**config.mk**
```make
export PLATFORM = sky130hd
export DESIGN_NAME = mem_hs_ctl
export DESIGN_NICKNAME = d
export VERILOG_FILES = /design/src/rtl/mem_hs_pkg.sv /design/src/rtl/mem_hs_next.sv /design/src/rtl/mem_hs_outs.sv /design/src/rtl/mem_hs_streg.sv /design/src/rtl/mem_hs_ctl.sv
export SDC_FILE = /design/constraint.sdc
export NUM_CORES = 1
export LEC_CHECK = 0
export BUFFER_PORTS_ARGS = -buffer_cell sky130_fd_sc_hd__buf_2
export CAP_MARGIN = 20
export CORE_AREA = 5 5 42 44
export DETAILED_ROUTE_END_ITERATION = 10
export DIE_AREA = 0 0 47 49
export PLACE_DENSITY = 0.3
export SETUP_SLACK_MARGIN = 0.2
export SYNTH_ARGS = -nofsm -noshare
export SYNTH_HDL_FRONTEND = slang
export SYNTH_SLANG_ARGS = --single-unit
```
**constraint.sdc**
```tcl
create_clock -name clk -period 1.1 [get_ports clk]
set_clock_uncertainty 0.15 [all_clocks]
set_input_delay 0.22 -clock clk [delete_from_list [all_inputs] [get_ports clk]]
set_output_delay 0.22 -clock clk [all_outputs]
set_load 0.02 [all_outputs]
```
**src/rtl/mem_hs_pkg.sv**
```systemverilog
package mem_hs_pkg;

  localparam int HS_NSTATES = 4;
  localparam int HS_SW      = $clog2(HS_NSTATES);

  typedef enum logic [HS_SW-1:0] {
    ST_IDLE = 2'd0,
    ST_WR_A = 2'd1,
    ST_WR_B = 2'd2,
    ST_RD   = 2'd3
  } hs_state_e;

  typedef struct packed {
    logic cap;
    logic rd_n_wr;
    logic done;
  } hs_out_t;

  localparam hs_out_t OUT_QUIET = '{cap: 1'b0, rd_n_wr: 1'b1, done: 1'b0};

  // Next state: reset first, then write before read while idle.
  function automatic hs_state_e hs_next(hs_state_e cur, logic rst, logic wr, logic rd);
    hs_state_e n;
    if (rst) begin
      n = ST_IDLE;
    end else begin
      unique case (cur)
        ST_IDLE: n = wr ? ST_WR_A : (rd ? ST_RD : ST_IDLE);
        ST_WR_A: n = ST_WR_B;
        ST_WR_B: n = ST_IDLE;
        default: n = ST_IDLE;
      endcase
    end
    return n;
  endfunction

  // Outputs: only the idle state looks at the request lines.
  function automatic hs_out_t hs_outs(hs_state_e cur, logic rst, logic wr, logic rd);
    hs_out_t o;
    o = OUT_QUIET;
    if (!rst) begin
      unique case (cur)
        ST_IDLE: o.cap = wr | rd;
        ST_WR_A: o = OUT_QUIET;
        ST_WR_B: begin o.rd_n_wr = 1'b0; o.done = 1'b1; end
        default: o.done = 1'b1;
      endcase
    end
    return o;
  endfunction

  function automatic logic [HS_NSTATES-1:0] hs_to_oh(hs_state_e s);
    logic [HS_NSTATES-1:0] v;
    v = '0;
    v[s] = 1'b1;
    return v;
  endfunction

  function automatic hs_state_e hs_from_oh(logic [HS_NSTATES-1:0] v);
    hs_state_e s;
    s = ST_IDLE;
    for (int i = 0; i < HS_NSTATES; i++) begin
      if (v[i]) s = hs_state_e'(HS_SW'(i));
    end
    return s;
  endfunction

endpackage

```
**src/rtl/mem_hs_next.sv**
```systemverilog
module mem_hs_next
  import mem_hs_pkg::*;
(
  input  hs_state_e cur,
  input  logic      rst,
  input  logic      wr,
  input  logic      rd,
  output hs_state_e nxt,
  output logic      start_wr,
  output logic      start_rd,
  output logic      txn_end
);

  logic is_idle;

  assign is_idle  = (cur == ST_IDLE);
  assign start_wr = !rst && is_idle && wr;
  assign start_rd = !rst && is_idle && !wr && rd;
  assign txn_end  = !rst && ((cur == ST_RD) || (cur == ST_WR_B));

  always_comb begin
    nxt = hs_next(cur, rst, wr, rd);
  end

endmodule

```
**src/rtl/mem_hs_outs.sv**
```systemverilog
module mem_hs_outs
  import mem_hs_pkg::*;
(
  input  hs_state_e cur,
  input  logic      rst,
  input  logic      wr,
  input  logic      rd,
  output hs_out_t   o
);

  always_comb begin
    o = hs_outs(cur, rst, wr, rd);
  end

endmodule

```
**src/rtl/mem_hs_streg.sv**
```systemverilog
module mem_hs_streg
  import mem_hs_pkg::*;
#(
  parameter bit ONE_HOT = 1'b0
) (
  input  logic      clk,
  input  logic      rst,
  input  hs_state_e d,
  output hs_state_e q
);

  generate
    if (ONE_HOT) begin : g_oh
      logic [HS_NSTATES-1:0] oh_q;
      always_ff @(posedge clk) begin
        oh_q <= hs_to_oh(d);
      end
      assign q = hs_from_oh(oh_q);

      AST_ONEHOT_STATE: assert property (@(posedge clk) disable iff (rst)
        $countones(oh_q) == 1);
    end else begin : g_bin
      hs_state_e st_q;
      always_ff @(posedge clk) begin
        st_q <= d;
      end
      assign q = st_q;
    end
  endgenerate

endmodule

```
**src/rtl/mem_hs_ctl.sv**
```systemverilog
module mem_hs_ctl
  import mem_hs_pkg::*;
#(
  parameter bit ONE_HOT = 1'b0
) (
  input  logic clk,
  input  logic rst,
  input  logic req_wr,
  input  logic req_rd,
  output logic addr_cap,
  output logic rd_nwr,
  output logic done
);

  hs_state_e cur;
  hs_state_e nxt;
  hs_out_t   outs;
  logic      start_wr;
  logic      start_rd;
  logic      txn_end;

  mem_hs_next u_next (
    .cur      (cur),
    .rst      (rst),
    .wr       (req_wr),
    .rd       (req_rd),
    .nxt      (nxt),
    .start_wr (start_wr),
    .start_rd (start_rd),
    .txn_end  (txn_end)
  );

  mem_hs_streg #(.ONE_HOT(ONE_HOT)) u_reg (
    .clk (clk),
    .rst (rst),
    .d   (nxt),
    .q   (cur)
  );

  mem_hs_outs u_outs (
    .cur (cur),
    .rst (rst),
    .wr  (req_wr),
    .rd  (req_rd),
    .o   (outs)
  );

  assign addr_cap = outs.cap;
  assign rd_nwr   = outs.rd_n_wr;
  assign done     = outs.done;

  AST_RESET_TO_IDLE: assert property (@(posedge clk)
    rst |=> (cur == ST_IDLE));
  AST_WRITE_WINS: assert property (@(posedge clk) disable iff (rst)
    start_wr |=> (cur == ST_WR_A && !done && rd_nwr));
  AST_READ_ACK_NEXT: assert property (@(posedge clk) disable iff (rst)
    start_rd |=> (done && rd_nwr && !addr_cap));
  AST_WRITE_ACK_SECOND: assert property (@(posedge clk) disable iff (rst)
    (cur == ST_WR_A) |=> (done && !rd_nwr));
  AST_DIR_LOW_LAST_WR: assert property (@(posedge clk) disable iff (rst)
    !rd_nwr |-> $past(cur == ST_WR_A));
  AST_BUSY_NO_CAP: assert property (@(posedge clk) disable iff (rst)
    (cur != ST_IDLE) |-> !addr_cap);
  AST_DONE_PULSE: assert property (@(posedge clk) disable iff (rst)
    done |=> !done);
  AST_END_TO_IDLE: assert property (@(posedge clk) disable iff (rst)
    txn_end |=> (cur == ST_IDLE));

endmodule

```
## Yosys cells after proc, flatten, opt, wreduce, memory -nomap -nowiden

Cells that the tools add are included.

| operators by class | value |
|---|---|
| reductions and logical operators | 2 |
| bitwise operators | 1 |
| muxes and demuxes | 7 |
| eq/ne operators | 2 |

Operators by type and width:

| kind | number |
|---|---|
| two-way mux 2 bit | 2 |
| one-hot mux 2 bit (2 select lines) | 1 |
| two-way mux 1 bit | 3 |
| two-way mux 3 bit | 1 |
| equality test 2 x 1 -> 1 bit (second input constant) | 1 |
| equality test 2 bit (second input constant) | 1 |
| logical NOT 2 bit | 1 |
| OR reduction 2 bit | 1 |
| bitwise OR 1 bit | 1 |

| word-level totals | value |
|---|---|
| output and inout port bits | 3 |
| bits of input ports | 4 |
| register bits after elaboration | 2 |
| logic and storage cells | 13 |

## Longest topological paths before layout

| depth | value |
|---|---|
| word-level depth | 4 |
| gate-level depth with buffers | 2 |
| gate-level depth less buffers | 2 |

## By module

From an unflattened synthesis, not the netlist that was laid out.

| second synthesis, totals | value |
|---|---|
| cells, all modules | 14 |
| area, all modules | 147.6 µm² |

Modules (own cells, without submodules):

| module | cells each | instances | sequential area each (µm²) | area each (µm²) |
|---|---|---|---|---|
| mem_hs_next | 8 | 1 | 0.0 | 68.8 |
| mem_hs_streg | 2 | 1 | 40.0 | 40.0 |
| mem_hs_outs | 4 | 1 | 0.0 | 38.8 |

## Worst setup path after synthesis

Ideal clock, no wire load.

| path | value |
|---|---|
| kind | flip-flop to output port |
| start | reg u_reg.g_bin.st_q[0] (netlist: u_reg.q[0]) |
| end | out addr_cap |
| data required time | 730 ps |
| slack | -310 ps |
| path buffers | 0 |
| arrival time | 1040 ps |
| stages on the path, launching flop included | 2 |
| path through | dfxtp_1 > nor4_1 |

| between the ends | value |
|---|---|
| cells in the longest elaborated chain, start to end | 3 |

RTL lines:

| what | RTL line | source |
|---|---|---|
| start, declared | mem_hs_streg.sv:23 | `hs_state_e st_q;` |
| start signal, assigned | mem_hs_streg.sv:25 | `st_q <= d;` |
| logical NOT 2 bit | mem_hs_pkg.sv:42 | `unique case (cur)` |
| two-way mux 1 bit | mem_hs_pkg.sv:42 |  |
| two-way mux 3 bit | mem_hs_pkg.sv:41 | `if (!rst) begin` |
| end, declared | mem_hs_ctl.sv:10 | `output logic addr_cap,` |

Every way passes these cells.

## Worst setup path in the final report

| path | value |
|---|---|
| start | reg u_reg.g_bin.st_q[1] (netlist: u_reg.q[1]) |
| end | out addr_cap |

Same word-level chain as after synthesis.

==> impl_metrics.json <==
{
  "power_frac_comb": 0.234,
  "synth_cell_types": 6,
  "clkTransAtPathRegs_ns": 0.03,
  "grt_max_degree": 5,
  "r2r-start": "u_reg.q[1]",
  "drive_gt1_frac": 0.750,
  "worstHoldStart": "req_wr",
  "seq_area_sq_um": 45.0,
  "grt_pass1_vias": 133,
  "num_rows": 14,
  "whs_ns": 0.185,
  "largest_reg_flops": 2,
  "grt.total_usage": 0.0387,
  "p_int_uw": 243,
  "drc_errors": 0,
  "ff2ff_path_depth": 2,
  "fin_cells": 40,
  "coreArea_sq_um": 1400,
  "min_path_cells": 3,
  "boundaryPins": 7,
  "die_area_sq_um": 2300,
  "hold_viol": 0,
  "die_h_um": 49,
  "rsz0062_at_grt": "true",
  "setup_viol": 3,
  "worst_pin_slew_ns": 0.424,
  "cts-root-buf": "clkbuf_4",
  "grt_busiest_layer": "met3",
  "endpoint_kind": "primary output",
  "cts_sinks": 2,
  "syn_avg_cell_area_sq_um": 7.96,
  "fillCellCount": 161,
  "syn_area_sq_um": 87.6,
  "use_met1": 0.0416,
  "overflow": 0,
  "fin_ws_ns": -0.243,
  "dpl.cell_count": 37,
  "crit_fanout": 4,
  "sw_frac_of_total": 0.250,
  "numPortBuffers": 6,
  "slew_headroom": 0.717,
  "max_freq_mhz": 745,
  "reg2reg_to": "u_reg.q[0]",
  "pwr-share-clk": 0.489,
  "finalCritPeriodShare": 1.22,
  "yosys_warnings": 0,
  "synthCells": 11,
  "total_power_uw": 324,
  "min_to": "u_reg.q[1]",
  "crit_path_start_kind": "flop",
  "power_leakage_uw": 0.0000982,
  "grt_pass1_wl_um": 565,
  "cts_buffers": 3,
  "cts_setup_buffers": 0,
  "powerDensity_nw_per_um2": 1370,
  "p_sw_uw": 81.1,
  "sequentialPowerShare": 0.277,
  "peakVddDrop_mv": 0.466,
  "violations": "setup timing",
  "path_class": "reg -> out",
  "utilization": 0.169,
  "avgViaCountPerCell": 2.90,
  "use_met3": 0.0517,
  "cts_tree": "built",
  "synth_nets": 15,
  "outcome": "complete, but fails checks",
  "synth-seq-cells": 2,
  "drt-initial-drc-count": 4,
  "critical_path_arrival_ns": 0.97,
  "drv_cap": 0,
  "start_util": 0.0625,
  "r2r_slack_ns": 0.16,
  "hpwl_um": 231,
  "ys_seq_area_frac": 0.457,
  "finalMaxSlewViolations": 0,
  "ant_nets": 0,
  "multi_input_area_sq_um": 80.1,
  "num_vias": 116,
  "antennaDiodeCount": 0,
  "place.gp.congestion": 0.611,
  "hp-class": "in -> reg",
  "layout_min_cycle_time_ns": 1.34,
  "htree_levels": 1,
  "syn2layout_area_growth_pct": 170,
  "met2_usage": 0.0362,
  "firstDrtPassIters": 2,
  "antenna_found_initial": 0,
  "nets": 30,
  "routed_wl_um": 316,
  "routedWlPerCell_um": 7.90,
  "clock_path_buffers": 2,
  "setup_tns_ns": -0.546,
  "clk_latency_ns": 0.22,
  "cp.required_ns": 0.73,
  "die_w_um": 47
}
==> metal layers <==
layer,up-vias,wire length (um),part of all wire
met5,-,0,0
met4,0,0,0
met3,0,54,0.17
met2,7,92,0.29
met1,43,169,0.53
li1,66,-,-
==> final cells by class <==
class / instances / area share
multi-input cells: 9 / 0.339
clock buffers: 3 / 0.0952
flip-flops and latches: 2 / 0.190
well taps: 16 / 0.0847
repair buffers: 10 / 0.291
==> what timing repair did <==
item	CTS	global route
endpoints found under the hold margin	0	0
hold buffers	0	0
setup endpoints to repair	5	5
pin swaps	0	2
gates resized for setup	4	3
==> synth_stat cells (all sizes together) <==
cell	number	share of area
dfxtp	2	0.46
nand2	1	0.043
nor2	3	0.13
nor2b	2	0.14
nor4	2	0.14
o21a	1	0.086
==> worst max path at each step <==
stage | from | to | slack (ns) | cells past startpoint
2_1_floorplan | u_reg.q[1] | addr_cap | 0.02 | 1
5_1_grt | u_reg.q[1] | addr_cap | -0.32 | 2
3_5_place_dp | rst | addr_cap | -0.08 | 3
4_1_cts | u_reg.q[1] | addr_cap | -0.26 | 2
3_3_place_gp | rst | addr_cap | -0.07 | 3
6_report | u_reg.q[1] | addr_cap | -0.24 | 2
==> cells in the final DEF (no fill, tap or decap) <==
cell type  synthesis  layout
nor2b_1            2       1
buf_6              0       1
nor2_1             3       3
clkbuf_4           0       3
dfxtp_2            0       1
buf_2              0       4
nor4_4             0       2
nand2_1            1       1
nor2b_2            0       1
buf_4              0       5
dfxtp_4            0       1
o21a_1             1       1
==> cells by family (layout without fill, tap and decap cells) <==
family	after synthesis	after routing	synth area share
AND/OR/NAND/NOR	8	8	0.457
flip-flops	2	2	0.457
AO/OA/AOI/OAI	1	1	0.0857
buffers and inverters	0	13	0
==> power by group through the flow <==
stage          Sequential (uW)  Clock (uW)  Combinational (uW)
2_1_floorplan             89.6           0                28.2
3_3_place_gp              89.6           0                61.3
3_5_place_dp              90.0           0                61.0
4_1_cts                   89.9         169                67.5
5_1_grt                   91.3         173                82.5
6_report                  89.9         158                75.7
==> critical path, cell delays in order (launching register included) <==
cell and delay, ns:
dfxtp_2 0.33, nor4_4 0.24, buf_4 0.18
==> metrics by stage <==
stage | setup slack (ns) | cell area [sq um]
4_1_cts | -0.262 | 221
3_5_place_dp | -0.0781 | 186
6_report | -0.243 | 236
3_3_place_gp | -0.0727 | 186
5_1_grt | -0.324 | 236
2_1_floorplan | 0.0248 | 106
Power figures use the tool's default switching activity.
